### src/rtl/pwrsup_pkg.sv
package pwrsup_pkg;

    typedef enum logic [1:0] {
        MS_MON  = 2'd0,
        MS_RST  = 2'd1,
        MS_WAIT = 2'd2,
        MS_OFF  = 2'd3
    } mon_state_e;

    typedef enum logic [1:0] {
        RB_IDLE = 2'd0,
        RB_OFF  = 2'd1,
        RB_RST  = 2'd2
    } rb_phase_e;

    function automatic int max2(input int a, input int b);
        return (a > b) ? a : b;
    endfunction

endpackage

### src/rtl/pwrsup_tick.sv
module pwrsup_tick #(
    parameter int TICK_DIV = 10000
) (
    input  logic clk,
    input  logic rst_n,
    output logic tick_o
);
    generate
        if (TICK_DIV <= 1) begin : g_every
            assign tick_o = 1'b1;
        end else begin : g_div
            localparam int DW = $clog2(TICK_DIV);
            logic [DW-1:0] div_d, div_q;

            always_comb begin
                if (div_q == DW'(TICK_DIV - 1)) div_d = '0;
                else                            div_d = div_q + 1'b1;
            end

            always_ff @(posedge clk or negedge rst_n) begin
                if (!rst_n) div_q <= '0;
                else        div_q <= div_d;
            end

            assign tick_o = (div_q == DW'(TICK_DIV - 1));
        end
    endgenerate
endmodule

### src/rtl/pwrsup_hb_mon.sv
module pwrsup_hb_mon
    import pwrsup_pkg::*;
#(
    parameter int WIN_T   = 100,
    parameter int RST_T   = 10,
    parameter int GRACE_T = 500,
    parameter int OFF_T   = 1000
) (
    input  logic clk,
    input  logic rst_n,
    input  logic tick_i,
    input  logic hb_i,
    input  logic hold_i,
    input  logic force_i,
    output logic ev_o,
    output logic rst_o,
    output logic off_o,
    output logic ok_o
);
    localparam int MAXT = max2(max2(WIN_T, RST_T), max2(GRACE_T, OFF_T));
    localparam int CW   = $clog2(MAXT + 1);

    typedef struct packed {
        mon_state_e    state;
        logic [CW-1:0] cnt;
        logic          seen;
        logic          s1;
        logic          s2;
        logic          hq;
    } mon_t;

    mon_t q, d;
    logic tgl, alive;

    always_comb begin
        d     = q;
        ev_o  = 1'b0;
        d.s1  = hb_i;
        d.s2  = q.s1;
        d.hq  = q.s2;
        tgl   = q.s2 ^ q.hq;
        alive = tgl | q.seen;
        if (tick_i)   d.seen = 1'b0;
        else if (tgl) d.seen = 1'b1;

        if (force_i) begin
            d.state = MS_MON;
            d.cnt   = '0;
        end else begin
            unique case (q.state)
                MS_MON: begin
                    if (hold_i) begin
                        d.cnt = '0;
                    end else if (tick_i) begin
                        if (alive) begin
                            d.cnt = '0;
                        end else if (q.cnt == CW'(WIN_T - 1)) begin
                            d.state = MS_RST;
                            d.cnt   = '0;
                            ev_o    = 1'b1;
                        end else begin
                            d.cnt = q.cnt + 1'b1;
                        end
                    end
                end
                MS_RST: begin
                    if (tick_i) begin
                        if (q.cnt == CW'(RST_T - 1)) begin
                            d.state = MS_WAIT;
                            d.cnt   = '0;
                        end else begin
                            d.cnt = q.cnt + 1'b1;
                        end
                    end
                end
                MS_WAIT: begin
                    if (tick_i) begin
                        if (alive) begin
                            d.state = MS_MON;
                            d.cnt   = '0;
                        end else if (q.cnt == CW'(GRACE_T - 1)) begin
                            d.state = MS_OFF;
                            d.cnt   = '0;
                        end else begin
                            d.cnt = q.cnt + 1'b1;
                        end
                    end
                end
                MS_OFF: begin
                    if (tick_i) begin
                        if (q.cnt == CW'(OFF_T - 1)) begin
                            d.state = MS_RST;
                            d.cnt   = '0;
                            ev_o    = 1'b1;
                        end else begin
                            d.cnt = q.cnt + 1'b1;
                        end
                    end
                end
                default: begin
                    d.state = MS_MON;
                    d.cnt   = '0;
                end
            endcase
        end
    end

    always_ff @(posedge clk or negedge rst_n) begin
        if (!rst_n) q <= '{state: MS_MON, cnt: '0, seen: 1'b0, s1: 1'b0, s2: 1'b0, hq: 1'b0};
        else        q <= d;
    end

    assign rst_o = (q.state == MS_RST);
    assign off_o = (q.state == MS_OFF);
    assign ok_o  = (q.state == MS_MON);

    // a reset pulse only begins from healthy monitoring or from power-off
    a_r3_rst_entry: assert property (@(posedge clk) disable iff (!rst_n)
        $rose(rst_o) |-> ($past(q.state) == MS_MON || $past(q.state) == MS_OFF));

    // power is removed only after the grace period has run out
    a_r5_off_after_wait: assert property (@(posedge clk) disable iff (!rst_n)
        $rose(off_o) |-> ($past(q.state) == MS_WAIT));

    // a heartbeat seen during the grace period restores the healthy state
    a_r4_recover: assert property (@(posedge clk) disable iff (!rst_n)
        (q.state == MS_WAIT && !force_i && tick_i && alive) |=> ok_o);

    // a held subsystem cannot time out
    a_r11_hold_no_loss: assert property (@(posedge clk) disable iff (!rst_n)
        (hold_i && q.state == MS_MON && !force_i) |=> (q.state == MS_MON));
endmodule

### src/rtl/pwrsup_rate.sv
module pwrsup_rate
    import pwrsup_pkg::*;
#(
    parameter int NSRC   = 2,
    parameter int MAX_EV = 4,
    parameter int RATE_T = 10000,
    parameter int OFF_T  = 1000,
    parameter int RST_T  = 10,
    parameter int CNT_W  = 8
) (
    input  logic             clk,
    input  logic             rst_n,
    input  logic             tick_i,
    input  logic [NSRC-1:0]  ev_i,
    output logic             force_o,
    output logic             gpwr_off_o,
    output logic [CNT_W-1:0] recov_cnt_o,
    output logic [CNT_W-1:0] reboot_cnt_o
);
    localparam int EW = $clog2(NSRC + 1);
    localparam int SW = $clog2(MAX_EV + NSRC + 1);
    localparam int WW = $clog2(RATE_T + 1);
    localparam int PW = $clog2(max2(OFF_T, RST_T) + 1);

    typedef struct packed {
        rb_phase_e        phase;
        logic [PW-1:0]    pcnt;
        logic             open;
        logic [WW-1:0]    win;
        logic [SW-1:0]    sum;
        logic [CNT_W-1:0] recov;
        logic [CNT_W-1:0] reboot;
    } rate_t;

    rate_t q, d;
    logic [EW-1:0] ev_n;
    logic [SW-1:0] base, total;
    logic          closing;

    always_comb begin
        d       = q;
        ev_n    = EW'($countones(ev_i));
        d.recov = q.recov + CNT_W'(ev_n);
        closing = q.open && tick_i && (q.win == WW'(RATE_T - 1));
        base    = (q.open && !closing) ? q.sum : '0;
        total   = base + SW'(ev_n);

        unique case (q.phase)
            RB_IDLE: begin
                if (ev_n != '0 && total > SW'(MAX_EV)) begin
                    d.phase  = RB_OFF;
                    d.pcnt   = '0;
                    d.reboot = q.reboot + 1'b1;
                    d.open   = 1'b0;
                    d.sum    = '0;
                    d.win    = '0;
                end else if (ev_n != '0 && (!q.open || closing)) begin
                    d.open = 1'b1;
                    d.win  = '0;
                    d.sum  = total;
                end else if (q.open) begin
                    if (closing) begin
                        d.open = 1'b0;
                        d.sum  = '0;
                    end else begin
                        d.sum = total;
                        if (tick_i) d.win = q.win + 1'b1;
                    end
                end
            end
            RB_OFF: begin
                if (tick_i) begin
                    if (q.pcnt == PW'(OFF_T - 1)) begin
                        d.phase = RB_RST;
                        d.pcnt  = '0;
                    end else begin
                        d.pcnt = q.pcnt + 1'b1;
                    end
                end
            end
            RB_RST: begin
                if (tick_i) begin
                    if (q.pcnt == PW'(RST_T - 1)) begin
                        d.phase = RB_IDLE;
                        d.pcnt  = '0;
                    end else begin
                        d.pcnt = q.pcnt + 1'b1;
                    end
                end
            end
            default: begin
                d.phase = RB_IDLE;
                d.pcnt  = '0;
            end
        endcase
    end

    always_ff @(posedge clk or negedge rst_n) begin
        if (!rst_n) q <= '{phase: RB_IDLE, pcnt: '0, open: 1'b0, win: '0,
                           sum: '0, recov: '0, reboot: '0};
        else        q <= d;
    end

    assign force_o      = (q.phase != RB_IDLE);
    assign gpwr_off_o   = (q.phase == RB_OFF);
    assign recov_cnt_o  = q.recov;
    assign reboot_cnt_o = q.reboot;

    // the stored window tally never exceeds the allowed maximum
    a_r8_sum_cap: assert property (@(posedge clk) disable iff (!rst_n)
        q.sum <= SW'(MAX_EV));

    // a reboot is counted only when the sequencer leaves idle for power-off
    a_r7_reboot_step: assert property (@(posedge clk) disable iff (!rst_n)
        (reboot_cnt_o != $past(reboot_cnt_o)) |-> (q.phase == RB_OFF && $past(q.phase) == RB_IDLE));
endmodule

### src/rtl/power_supervisor.sv
module power_supervisor
    import pwrsup_pkg::*;
#(
    parameter int NSRC     = 2,
    parameter int NSUB     = 4,
    parameter int TICK_DIV = 10000,
    parameter int WIN_T    = 100,
    parameter int RST_T    = 10,
    parameter int GRACE_T  = 500,
    parameter int OFF_T    = 1000,
    parameter int RATE_T   = 10000,
    parameter int MAX_EV   = 4,
    parameter int CNT_W    = 8
) (
    input  logic                    clk,
    input  logic                    rst_n,
    input  logic [NSRC-1:0]         hb_i,
    input  logic                    sw_cycle_req,
    input  logic [$clog2(NSUB)-1:0] sw_cycle_sel,
    output logic [NSRC-1:0]         sub_rst_o,
    output logic [NSUB-1:0]         pwr_en_o,
    output logic [NSRC-1:0]         src_ok_o,
    output logic                    reboot_busy_o,
    output logic [CNT_W-1:0]        recov_cnt_o,
    output logic [CNT_W-1:0]        reboot_cnt_o
);
    localparam int SELW = $clog2(NSUB);
    localparam int OW   = $clog2(OFF_T + 1);

    typedef struct packed {
        logic [NSUB-1:0]         off;
        logic [NSUB-1:0][OW-1:0] cnt;
    } sw_t;

    logic            tick;
    logic            force_all, gpwr_off;
    logic [NSRC-1:0] mon_ev, mon_rst, mon_off, mon_ok;
    logic [NSUB-1:0] mon_off_sub;
    logic            accept;
    sw_t             q, d;

    pwrsup_tick #(.TICK_DIV(TICK_DIV)) u_tick (
        .clk    (clk),
        .rst_n  (rst_n),
        .tick_o (tick)
    );

    generate
        for (genvar i = 0; i < NSRC; i++) begin : g_mon
            pwrsup_hb_mon #(
                .WIN_T   (WIN_T),
                .RST_T   (RST_T),
                .GRACE_T (GRACE_T),
                .OFF_T   (OFF_T)
            ) u_mon (
                .clk     (clk),
                .rst_n   (rst_n),
                .tick_i  (tick),
                .hb_i    (hb_i[i]),
                .hold_i  (q.off[i]),
                .force_i (force_all),
                .ev_o    (mon_ev[i]),
                .rst_o   (mon_rst[i]),
                .off_o   (mon_off[i]),
                .ok_o    (mon_ok[i])
            );
        end
        for (genvar i = 0; i < NSUB; i++) begin : g_map
            if (i < NSRC) begin : g_owned
                assign mon_off_sub[i] = mon_off[i];
            end else begin : g_free
                assign mon_off_sub[i] = 1'b0;
            end
        end
    endgenerate

    pwrsup_rate #(
        .NSRC   (NSRC),
        .MAX_EV (MAX_EV),
        .RATE_T (RATE_T),
        .OFF_T  (OFF_T),
        .RST_T  (RST_T),
        .CNT_W  (CNT_W)
    ) u_rate (
        .clk          (clk),
        .rst_n        (rst_n),
        .tick_i       (tick),
        .ev_i         (mon_ev),
        .force_o      (force_all),
        .gpwr_off_o   (gpwr_off),
        .recov_cnt_o  (recov_cnt_o),
        .reboot_cnt_o (reboot_cnt_o)
    );

    // software power-cycle timers, one per subsystem
    always_comb begin
        d      = q;
        accept = sw_cycle_req && !force_all && (32'(sw_cycle_sel) < NSUB)
                 && !q.off[sw_cycle_sel];
        for (int i = 0; i < NSUB; i++) begin
            if (accept && sw_cycle_sel == SELW'(i)) begin
                d.off[i] = 1'b1;
                d.cnt[i] = '0;
            end else if (q.off[i] && tick) begin
                if (q.cnt[i] == OW'(OFF_T - 1)) begin
                    d.off[i] = 1'b0;
                    d.cnt[i] = '0;
                end else begin
                    d.cnt[i] = q.cnt[i] + 1'b1;
                end
            end
        end
    end

    always_ff @(posedge clk or negedge rst_n) begin
        if (!rst_n) q <= '0;
        else        q <= d;
    end

    assign pwr_en_o      = ~(mon_off_sub | q.off | {NSUB{gpwr_off}});
    assign sub_rst_o     = mon_rst | {NSRC{force_all}};
    assign src_ok_o      = mon_ok & ~{NSRC{force_all}};
    assign reboot_busy_o = force_all;

    // during the reboot power-off phase every subsystem is dark and every reset held
    a_r7_reboot_dark: assert property (@(posedge clk) disable iff (!rst_n)
        gpwr_off |-> (pwr_en_o == '0 && sub_rst_o == '1));

    // the recovery counter only moves when a source reset pulse begins
    a_r6_count_on_rise: assert property (@(posedge clk) disable iff (!rst_n)
        (recov_cnt_o != $past(recov_cnt_o)) |-> ((mon_rst & ~$past(mon_rst)) != '0));

    // an accepted request darkens the chosen subsystem on the next cycle
    a_r9_req_lowers: assert property (@(posedge clk) disable iff (!rst_n)
        (sw_cycle_req && !force_all && 32'(sw_cycle_sel) < NSUB) |=> !pwr_en_o[$past(sw_cycle_sel)]);

    generate
        for (genvar i = 0; i < NSUB; i++) begin : g_chk
            // a repeated request never restarts a running off timer
            a_r10_no_restart: assert property (@(posedge clk) disable iff (!rst_n)
                (q.off[i] && sw_cycle_req && sw_cycle_sel == SELW'(i))
                |=> (!q.off[i] || q.cnt[i] >= $past(q.cnt[i])));
        end
    endgenerate
endmodule

### config.mk
export PLATFORM = sky130hd
export DESIGN_NAME = power_supervisor
export DESIGN_NICKNAME = d
export VERILOG_FILES = /design/src/rtl/pwrsup_pkg.sv /design/src/rtl/pwrsup_tick.sv /design/src/rtl/pwrsup_hb_mon.sv /design/src/rtl/pwrsup_rate.sv /design/src/rtl/power_supervisor.sv
export SDC_FILE = /design/constraint.sdc
export NUM_CORES = 1
export LEC_CHECK = 0
export ABC_AREA = 0
export BUFFER_PORTS_ARGS = -buffer_cell sky130_fd_sc_hd__buf_2
export CORE_UTILIZATION = 40
export CTS_BUF_LIST = sky130_fd_sc_hd__clkbuf_16
export DETAILED_ROUTE_END_ITERATION = 10
export GPL_TIMING_DRIVEN = 0
export PLACE_DENSITY = 0.59
export SYNTH_ARGS = -nofsm -noshare
export SYNTH_HDL_FRONTEND = slang
export SYNTH_SLANG_ARGS = --single-unit
### constraint.sdc
create_clock -name clk -period 5.4 [get_ports clk]
set_clock_uncertainty 0.15 [all_clocks]
set_input_delay 1.62 -clock clk [delete_from_list [all_inputs] [get_ports clk]]
set_output_delay 1.62 -clock clk [all_outputs]
set_load 0.01 [all_outputs]
==> flow_summary.ini, run 1 <==
[yosys]
synth_most_common_cell = dfrtp_1
synth_top_cell_area_share_pct = 43.56
synth.area.mux_share_pct = 0.2723
synthesis.nets = 883
syn_area_um2 = 7812
ys_types = 75
syn_inst = 848
synth_xor_area_share_pct = 5.253
yosys.area.top_type = dfrtp_1
ys_async_sr_fraction_pct = 100.0
ys_warn_count = 0
synthSimpleGateAreaFrac_pct = 26.07
synth_edf_count = 0
yosysSeqAreaShare_pct = 43.56
synth-seq-cells = 136
avgSynthCellArea_um2 = 9.213
synth_top_family_by_area = simple AND/OR/NAND/NOR gates
synth_area_leaders = dfrtp_1 (44%), o21ai_0 (4.5%), ha_1 (4.2%)
synthAdderAreaFrac_pct = 4.676
synth_top_cells_by_count = dfrtp_1 (136), nand2_1 (81), o21ai_0 (70)
synthFlopType = dfrtp_1
synth_compound_area_share_pct = 15.31

[grt]
grt_start_max_net_pins = 97
overflow = 0
grt_usage_pct = 18.09
grt_pass1_vias = 6014
antenna_found_initial = 0
grt_pass1_wl_um = 28910

[sta]
period_share_pct = 91.26
period_needed_ns = 4.928
setup_viol = 0
maxClockFrequency_ghz = 0.2029
setup_tns_ns = 0
rsz0062_at_grt = no
hold_viol_final = 0
slew_viol_final = 0
tightest_slew_ns = 0.7061
maxSlewHeadroom_pct = 52.57

[pwr]
internal_power_w = 0.001682
p_per_area_nw_per_um2 = 247.8
pwr-share-comb_pct = 3.7
irDropWorstVdd_uv = 204.2
p_switching_w = 0.0005119
power_leakage_nw = 3.958
switching_share_pct = 23.33
power_frac_clock_pct = 47.9
total_power_w = 0.002194
power_frac_seq_pct = 48.5

[floorplanning]
die_x_um = 141.8
die_y_um = 141.8
row_count = 50
io_pins = 32
start_util_pct = 41.35
dieArea_um2 = 20090
placeableCoreArea_um2 = 18890

[place]
hpwlAfterDp_um = 11350
dpl_cell_area_um2 = 8327
placement.io_buffers = 31
place.gp.congestion = 0.7763

[drt]
wirelength_um = 16690
drt-vias-per-instance = 5.222
drt_pre_antenna_iters = 4
wl_per_cell_um = 14.24
ant_nets = 0
vias = 6120
post-route-drc-count = 0
first_iter_violations = 309

[job]
max_cap_violations = 0

[clocking]
clk_pin_slew_ns = 0.06
cts_setup_buffers = 0
clock_latency_ns = 0.43
cts_resized = 0
h-tree-depth = 4
cts_sinks = 136
root_buffer = clkbuf_16
cts_buffer_depth = 2
numCtsBuffers = 17
holdBufCountCts = 0
cts_tree = yes

[setup_path]
crit_required_ns = 5.54
startpoint = u_tick.g_div.div_q[5]$_DFF_PN0_
r2r_slack_ns = 0.47
cp_max_fo = 10
cp.arrival_ns = 5.07
start_kind = flip-flop
crit_type = flip-flop to flip-flop
endpoint_kind = flip-flop
reg2regPathDepth = 16
reg2reg_from = u_tick.g_div.div_q[5]$_DFF_PN0_

[worst_hold_path]
hold_depth = 0
min-delay-path-class = flip-flop to flip-flop
hp-start = g_mon[0].u_mon.d[1]$_DFF_PN0_

[final_layout]
post-route-util_pct = 46.86
layout-drive-gt1-share_pct = 11.62
diodes = 0
stdcell_area_um2 = 8853
area_growth_pct = 13.32
fill_cells = 1844
fin_nets = 934

[status]
status = finished clean
## worst max-delay path: stages, from the launching register on
cell and delay [ns]:
dfrtp_1 0.44, or4b_4 0.60, nor4_2 0.34, buf_4 0.27, nand2_1 0.11, a211o_1 0.34
ha_1 0.32, ha_1 0.14, inv_1 0.04, fa_1 0.34, clkbuf_1 0.25, xor2_1 0.21
o31a_1 0.30, a211o_1 0.39, clkbuf_1 0.23, o21ai_0 0.21, o31ai_1 0.10
## power groups by stage
stage / Clock, W / Sequential, W / Combinational, W
5_1_grt: 0.00113 / 0.00107 / 0.0000960
6_report: 0.00105 / 0.00106 / 0.0000803
2_1_floorplan: 0 / 0.00107 / 0.0000435
3_3_place_gp: 0 / 0.00108 / 0.0000783
3_5_place_dp: 0 / 0.00108 / 0.0000832
4_1_cts: 0.00108 / 0.00106 / 0.0000837
## layout by cell type (no fill, tap or decap), types with 21 or more instances in the layout
cell	instances
dfrtp_1	136
xor2_1	24
o31ai_1	26
buf_2	36
o21ai_0	70
and3_1	33
xnor2_1	21
nand2_1	81
nand3_1	36
nor2_1	64
inv_1	45
ha_1	26
nand4_1	35
## registers in the layout, summed over array words and instances, names as in the netlist
register,flops
u_rate.recov_cnt_o,8
u_rate.q,30
g_mon.u_mon.d,4
u_rate.reboot_cnt_o,8
u_tick.g_div.div_q,14
g_mon.u_mon.q,28
q,44
## cells by family (layout without fill, tap and decap cells)
logic type | Yosys count | in the layout
adders and majority gates | 28 | 28
buffers and inverters | 80 | 144
xor gates and xnor gates | 46 | 46
muxes | 2 | 2
DFF | 136 | 136
AOI/OAI and AO/OA | 182 | 182
and+or+nand+nor | 374 | 374
## metal layers
layer	up-vias	part of all wire (%)	GRT usage (%)
met1	2885	50	23.78
met3	14	2.8	4.185
met4	0	1.3	6.282
li1	3158	-	-
met5	-	0	0
met2	63	46	29.19
## layout make-up
class	count	area, um2	area share (%)
sequential	136	3403	38.44
buffer	38	221.5	2.501
clock inverter	15	96.34	1.088
timing repair buffer	32	188.9	2.134
tap	260	325.3	3.674
clock buffer	17	425.4	4.805
multi-input combinational	632	4035	45.58
inverter	42	157.7	1.781
## through the flow
| step | hold WS (ns) | std cells | worst slack [ns] |
|---|---|---|---|
| floorplan | 0.1812 | 848 | 1.012 |
| global placement | 0.1937 | 1139 | 0.2795 |
| detailed placement | 0.1895 | 1140 | 0.2020 |
| CTS | 0.2028 | 1172 | 0.2156 |
| global route | 0.2047 | 1172 | 0.08534 |
| finish | 0.1986 | 1172 | 0.4718 |
## final timing paths
path | endpoint
worst max-delay path | u_rate.q[24]$_DFFE_PN0P_
worst min-delay path | g_mon[0].u_mon.d[0]$_DFF_PN0_
worst max register to register | u_rate.q[24]$_DFFE_PN0P_
worst min register to register | g_mon[0].u_mon.d[0]$_DFF_PN0_
max in group asynchronous | u_rate.q[37]$_DFFE_PN0P_
min in group asynchronous | g_mon[0].u_mon.q[6]$_DFFE_PN0P_
(Power assumes the default switching activity.)
==> inputs of run 2 (changes only) <==
PLACE_DENSITY = 0.61   (was 0.59)
SLEW_MARGIN = 20   (was default)
clock period = 4 ns   (was 5.4 ns; I/O delays follow)
==> flow_summary.ini, run 2 (synthesis gave the netlist of run 1 again) <==
[final_layout]
diodes = 0
largest_reg_flops = 44
layout-drive-gt1-share_pct = 20.60
final_common_cell = dfrtp_1
largest_register = q
area_growth_pct = 20.80
fin_nets = 961
layout_common_cells = dfrtp_1 (127), nand2_1 (77), nor2_1 (63)
reg_top3 = q (44), u_rate.q (30), g_mon.u_mon.q (28)
instances_no_fill = 1197

[clocking]
cts_sinks = 136
clock_latency_ns = 0.43
numCtsBuffers = 17
cts_buffer_depth = 2
cts_tree = yes
root_buffer = clkbuf_16
h-tree-depth = 4
clk_pin_slew_ns = 0.06

[worst_hold_path]
min-delay-path-class = flip-flop to flip-flop

[drt]
first_iter_violations = 308
post-route-drc-count = 0
dr.max_layer_used = met4
drt-vias-per-instance = 5.373
drt_pre_antenna_iters = 4
wl_met1_um = 8642
vias = 6431
wl_per_cell_um = 14.71
met2_length_um = 8208
route.met3.wl_um = 486
wirelength_um = 17600
ant_nets = 0

[floorplanning]
die_y_um = 141.8
start_util_pct = 41.35
die_x_um = 141.8
io_pins = 32
placeableCoreArea_um2 = 18890
row_count = 50
dieArea_um2 = 20090

[sta]
slew_viol_final = 0
period_share_pct = 101.2
setup_viol = 5
period_needed_ns = 4.047
tightest_slew_ns = 0.7395
holdWs_ns = 0.1967
hold_viol_final = 0
setup_ws_ns = -0.04724
maxSlewHeadroom_pct = 50.33
maxClockFrequency_ghz = 0.2471
rsz0062_at_grt = yes
setup_tns_ns = -0.1379

[pwr]
power_frac_seq_pct = 49.1
pwr-share-comb_pct = 3.8
power_leakage_nw = 4.146
irDropWorstVdd_uv = 291.1
p_per_area_nw_per_um2 = 310.0
power_frac_clock_pct = 47.1
switching_share_pct = 22.79
p_switching_w = 0.0006668
internal_power_w = 0.002259

[place]
dpl_worst_slack_ns = -0.4141
hpwlAfterDp_um = 11460
dp_cells = 1140
placement.io_buffers = 31
place.gp.congestion = 0.8205

[setup_path]
critPathSlowestCell = or4b_4
cp_max_fo = 4
endpoint_kind = flip-flop
startpoint = u_tick.g_div.div_q[5]$_DFF_PN0_
crit_type = flip-flop to flip-flop
cp.arrival_ns = 4.22
reg2regPathDepth = 18
max_stage_delay_ns = 0.56
reg2reg_to = u_rate.q[39]$_DFFE_PN0P_
start_kind = flip-flop
worstPathCellList = or4b_4 -> nor4_4 -> buf_6 -> nand2_4 -> a211o_1 -> ha_4 -> ha_4 -> inv_2 -> fa_2 -> nor2b_4 -> buf_6 -> nor3_4 -> buf_6 -> nand2b_4 -> a21oi_4 -> buf_4 -> o21ai_1 -> o2bb2ai_1
reg2reg_from = u_tick.g_div.div_q[5]$_DFF_PN0_
cpMostUsedCell = buf_6
crit_required_ns = 4.17
r2r_slack_ns = -0.05
critPathCapture = u_rate.q[39]$_DFFE_PN0P_

[grt]
antenna_found_initial = 0
grt_usage_pct = 18.30
grt_pass1_wl_um = 29210
overflow = 0
grt_pass1_vias = 5944
grt_start_max_net_pins = 93

[status]
status = finished with violations
violations = setup timing

[job]
max_cap_violations = 0
[run 2: area by class of cell]
type | instances | area, um2
clock buffer | 17 | 425.4
fill | 1803 | 9455
buffer | 34 | 227.7
multi-input combinational | 635 | 4392
tap | 260 | 325.3
inverter | 42 | 157.7
sequential | 136 | 3415
clock inverter | 13 | 76.32
timing repair buffer | 60 | 419.2
[run 2: per-layer routing]
layer | vias to the layer above | global-route usage, %
li1 | 3207 | -
met3 | 21 | 4.387
met1 | 3126 | 24.71
met2 | 77 | 28.80
met4 | 0 | 6.055
met5 | - | 0
[run 2: critical path: cells and delay by family, from the launching register on]
family / cells / cell delay [ns]
compound gates: 4 / 0.67
fa+ha+maj: 3 / 0.84
flops: 1 / 0.41
simple gates: 6 / 1.25
buf+inv: 5 / 0.60
[run 2: metrics by stage]
stage	area [um2]	utilization (%)	power [W]
after floorplan	7880	-	0.001510
after global placement	8361	44.25	0.001566
after detailed placement	8398	44.45	0.001573
after CTS	9154	48.45	0.002967
after global routing	9438	49.95	0.003044
final	9438	49.95	0.002926
[run 2: worst min-delay path by stage]
stage	start	endpoint	slack, ns	cells after the start
2_1_floorplan	g_mon[0].u_mon.d[1]$_DFF_PN0_	g_mon[0].u_mon.d[0]$_DFF_PN0_	0.18	0
3_3_place_gp	g_mon[0].u_mon.d[1]$_DFF_PN0_	g_mon[0].u_mon.d[0]$_DFF_PN0_	0.19	0
3_5_place_dp	g_mon[0].u_mon.d[1]$_DFF_PN0_	g_mon[0].u_mon.d[0]$_DFF_PN0_	0.19	0
4_1_cts	g_mon[0].u_mon.d[1]$_DFF_PN0_	g_mon[0].u_mon.d[0]$_DFF_PN0_	0.20	0
5_1_grt	g_mon[0].u_mon.d[1]$_DFF_PN0_	g_mon[0].u_mon.d[0]$_DFF_PN0_	0.22	0
6_report	g_mon[0].u_mon.d[1]$_DFF_PN0_	g_mon[0].u_mon.d[0]$_DFF_PN0_	0.20	0
[run 2: repair_timing]
| item | CTS | global route |
|---|---|---|
| buffers inserted | 13 | 15 |
| resized for setup | 44 | 50 |
| endpoints found under the setup margin | 30 | 36 |
| hold buffers | 0 | 0 |
| gates cloned | 3 | 2 |
| pin swaps | 25 | 29 |
[run 2: power by group through the flow]
stage | Sequential, W | Combinational [W] | Clock, W
5_1_grt | 0.00144 | 0.000131 | 0.00147
6_report | 0.00144 | 0.000111 | 0.00138
2_1_floorplan | 0.00145 | 0.0000587 | 0
3_3_place_gp | 0.00146 | 0.000107 | 0
4_1_cts | 0.00144 | 0.000115 | 0.00142
3_5_place_dp | 0.00146 | 0.000113 | 0
==> inputs of run 3 (changes only) <==
clock period = 3.7 ns   (was 4 ns; I/O delays follow)
==> flow_summary.ini, run 3 (synthesis gave the netlist of run 1 again) <==
[sta]
rsz0062_at_grt = yes
period_share_pct = 110.7
period_needed_ns = 4.094
tightest_slew_ns = 0.8138
setup_ws_ns = -0.3943
maxClockFrequency_ghz = 0.2442
holdWs_ns = 0.1973
slew_viol_final = 0
hold_viol_final = 0
maxSlewHeadroom_pct = 45.34
setup_viol = 36

[clocking]
clock_latency_ns = 0.42
cts_sinks = 136
root_buffer = clkbuf_16
holdBufCountCts = 0
cts_buffer_depth = 2
numCtsBuffers = 17
clk_pin_slew_ns = 0.06
cts_tree = yes
h-tree-depth = 4

[final_layout]
fin_nets = 959
reg_top3 = q (44), u_rate.q (30), g_mon.u_mon.q (28)
largest_register = q
diodes = 0
layout-drive-gt1-share_pct = 21.02
largest_reg_flops = 44
layout_common_cells = dfrtp_1 (131), nand2_1 (77), nor2_1 (63)
area_growth_pct = 22.79
final_common_cell = dfrtp_1
instances_no_fill = 1197

[floorplanning]
placeableCoreArea_um2 = 18890
die_y_um = 141.8
die_x_um = 141.8
row_count = 50
start_util_pct = 41.35
dieArea_um2 = 20090
io_pins = 32

[grt]
antenna_found_initial = 0
grt_start_max_net_pins = 77
use_met3_pct = 4.387
met1_usage_pct = 25.65
grt-busiest-layer = met2
grt_usage_pct = 18.66
overflow = 0
grt_pass1_vias = 6096
grt_pass1_wl_um = 30120
use_met2_pct = 29.45

[pwr]
internal_power_w = 0.002811
p_per_area_nw_per_um2 = 372.3
power_frac_clock_pct = 53.2
pwr-share-comb_pct = 3.4
p_switching_w = 0.0007601
irDropWorstVdd_uv = 282.7
power_leakage_nw = 4.222
switching_share_pct = 21.29
power_frac_seq_pct = 43.5

[setup_path]
crit_type = flip-flop to flip-flop
endpoint_kind = flip-flop
worstPathCellList = or4b_4 -> nor4_4 -> buf_6 -> nand2_4 -> a211o_4 -> ha_4 -> ha_4 -> inv_2 -> fa_2 -> nor2b_4 -> buf_12 -> nor3_4 -> nand2b_1 -> nand2b_4 -> buf_6 -> a22oi_2 -> o22ai_1
start_kind = flip-flop
cp.arrival_ns = 4.24
critPathBufInv = 4
max_stage_delay_ns = 0.57
crit_required_ns = 3.85
crit_family = simple AND/OR/NAND/NOR gates
cp_max_fo = 5
critPathSlowestCell = or4b_4

[drt]
vias = 6402
drt_pre_antenna_iters = 6
wirelength_um = 17780
first_iter_violations = 357
wl_per_cell_um = 14.85
drt-vias-per-instance = 5.348
ant_nets = 0
post-route-drc-count = 0

[place]
dpl_worst_slack_ns = -0.7034
place.gp.congestion = 0.8116
placement.io_buffers = 31
dp_cells = 1140
hpwlAfterDp_um = 11500

[status]
violations = setup timing
status = finished with violations

[worst_hold_path]
min-delay-path-class = flip-flop to flip-flop

[job]
max_cap_violations = 0
==> run 3: changes by cell type in the layout (fill, tap and decap cells not counted), moves of 3 or more <==
cell,delta
o22ai_1,+3
dfrtp_1,+4
o22ai_2,-3
clkinv_1,-3
inv_1,-4
bufinv_16,+5
dfrtp_2,-4
buf_4,-5
==> run 3: what timing repair did <==
item / in CTS / in global routing
resized for setup: 49 / 37
buffers inserted: 14 / 10
cloned: 4 / 1
endpoints found under the setup margin: 37 / 39
pin swaps: 20 / 23
==> run 3: routing by layer <==
| metal | vias to the layer above | share of wire (%) | routed length, um |
|---|---|---|---|
| met5 | - | 0 | 0 |
| met4 | 0 | 0.94 | 167 |
| met3 | 14 | 2.8 | 492 |
| met2 | 83 | 47 | 8420 |
| met1 | 3098 | 49 | 8697 |
| li1 | 3207 | - | - |
==> run 3: path summary, 6_finish.rpt <==
path,from,endpoint,slack [ns],depth (start not counted)
worst max-delay path,u_tick.g_div.div_q[5]$_DFF_PN0_,u_rate.q[41]$_DFFE_PN0P_,-0.39,17
worst min-delay path,g_mon[0].u_mon.d[1]$_DFF_PN0_,g_mon[0].u_mon.d[0]$_DFF_PN0_,0.20,0
worst max register to register,u_tick.g_div.div_q[5]$_DFF_PN0_,u_rate.q[41]$_DFFE_PN0P_,-0.39,17
worst min register to register,g_mon[0].u_mon.d[1]$_DFF_PN0_,g_mon[0].u_mon.d[0]$_DFF_PN0_,0.20,0
max in group asynchronous,rst_n,u_tick.g_div.div_q[5]$_DFF_PN0_,2.17,2
min in group asynchronous,rst_n,q[6]$_DFFE_PN0P_,0.48,1
==> run 3: layout make-up <==
type	instances	area [um2]
Tap cell	260	325.3
Clock buffer	17	425.4
Multi-Input combinational cell	633	4360
Buffer	37	259.0
Inverter	42	157.7
Timing Repair Buffer	57	422.9
Sequential cell	136	3410
Fill cell	1780	9300
Clock inverter	15	232.7
==> run 3: power by group through the flow <==
stage | logic [W] | clock network [W] | registers, W
final | 0.000120 | 0.00190 | 0.00155
after global routing | 0.000141 | 0.00201 | 0.00156
after CTS | 0.000124 | 0.00194 | 0.00155
after detailed placement | 0.000123 | 0 | 0.00158
after global placement | 0.000115 | 0 | 0.00158
after floorplan | 0.0000634 | 0 | 0.00157
==> run 3: per-stage QoR <==
step | area, um2 | total power, W | TNS [ns] | utilization [%]
final | 9593 | 0.003571 | -9.409 | 50.77
after global routing | 9593 | 0.003708 | -14.93 | 50.77
after CTS | 9407 | 0.003618 | -14.66 | 49.79
after detailed placement | 8448 | 0.001700 | -19.74 | 44.72
after global placement | 8411 | 0.001693 | -102.51 | 44.52
after floorplan | 7930 | 0.001632 | -5.594 | -
==> run 3: worst reg2reg max path, cell delays in order, from the launching register on <==
cell	delay, ns
dfrtp_2	0.41
or4b_4	0.57
nor4_4	0.19
buf_6	0.17
nand2_4	0.05
a211o_4	0.30
ha_4	0.26
ha_4	0.15
inv_2	0.05
fa_2	0.43
nor2b_4	0.15
buf_12	0.12
nor3_4	0.21
nand2b_1	0.14
nand2b_4	0.18
buf_6	0.16
a22oi_2	0.18
o22ai_1	0.09
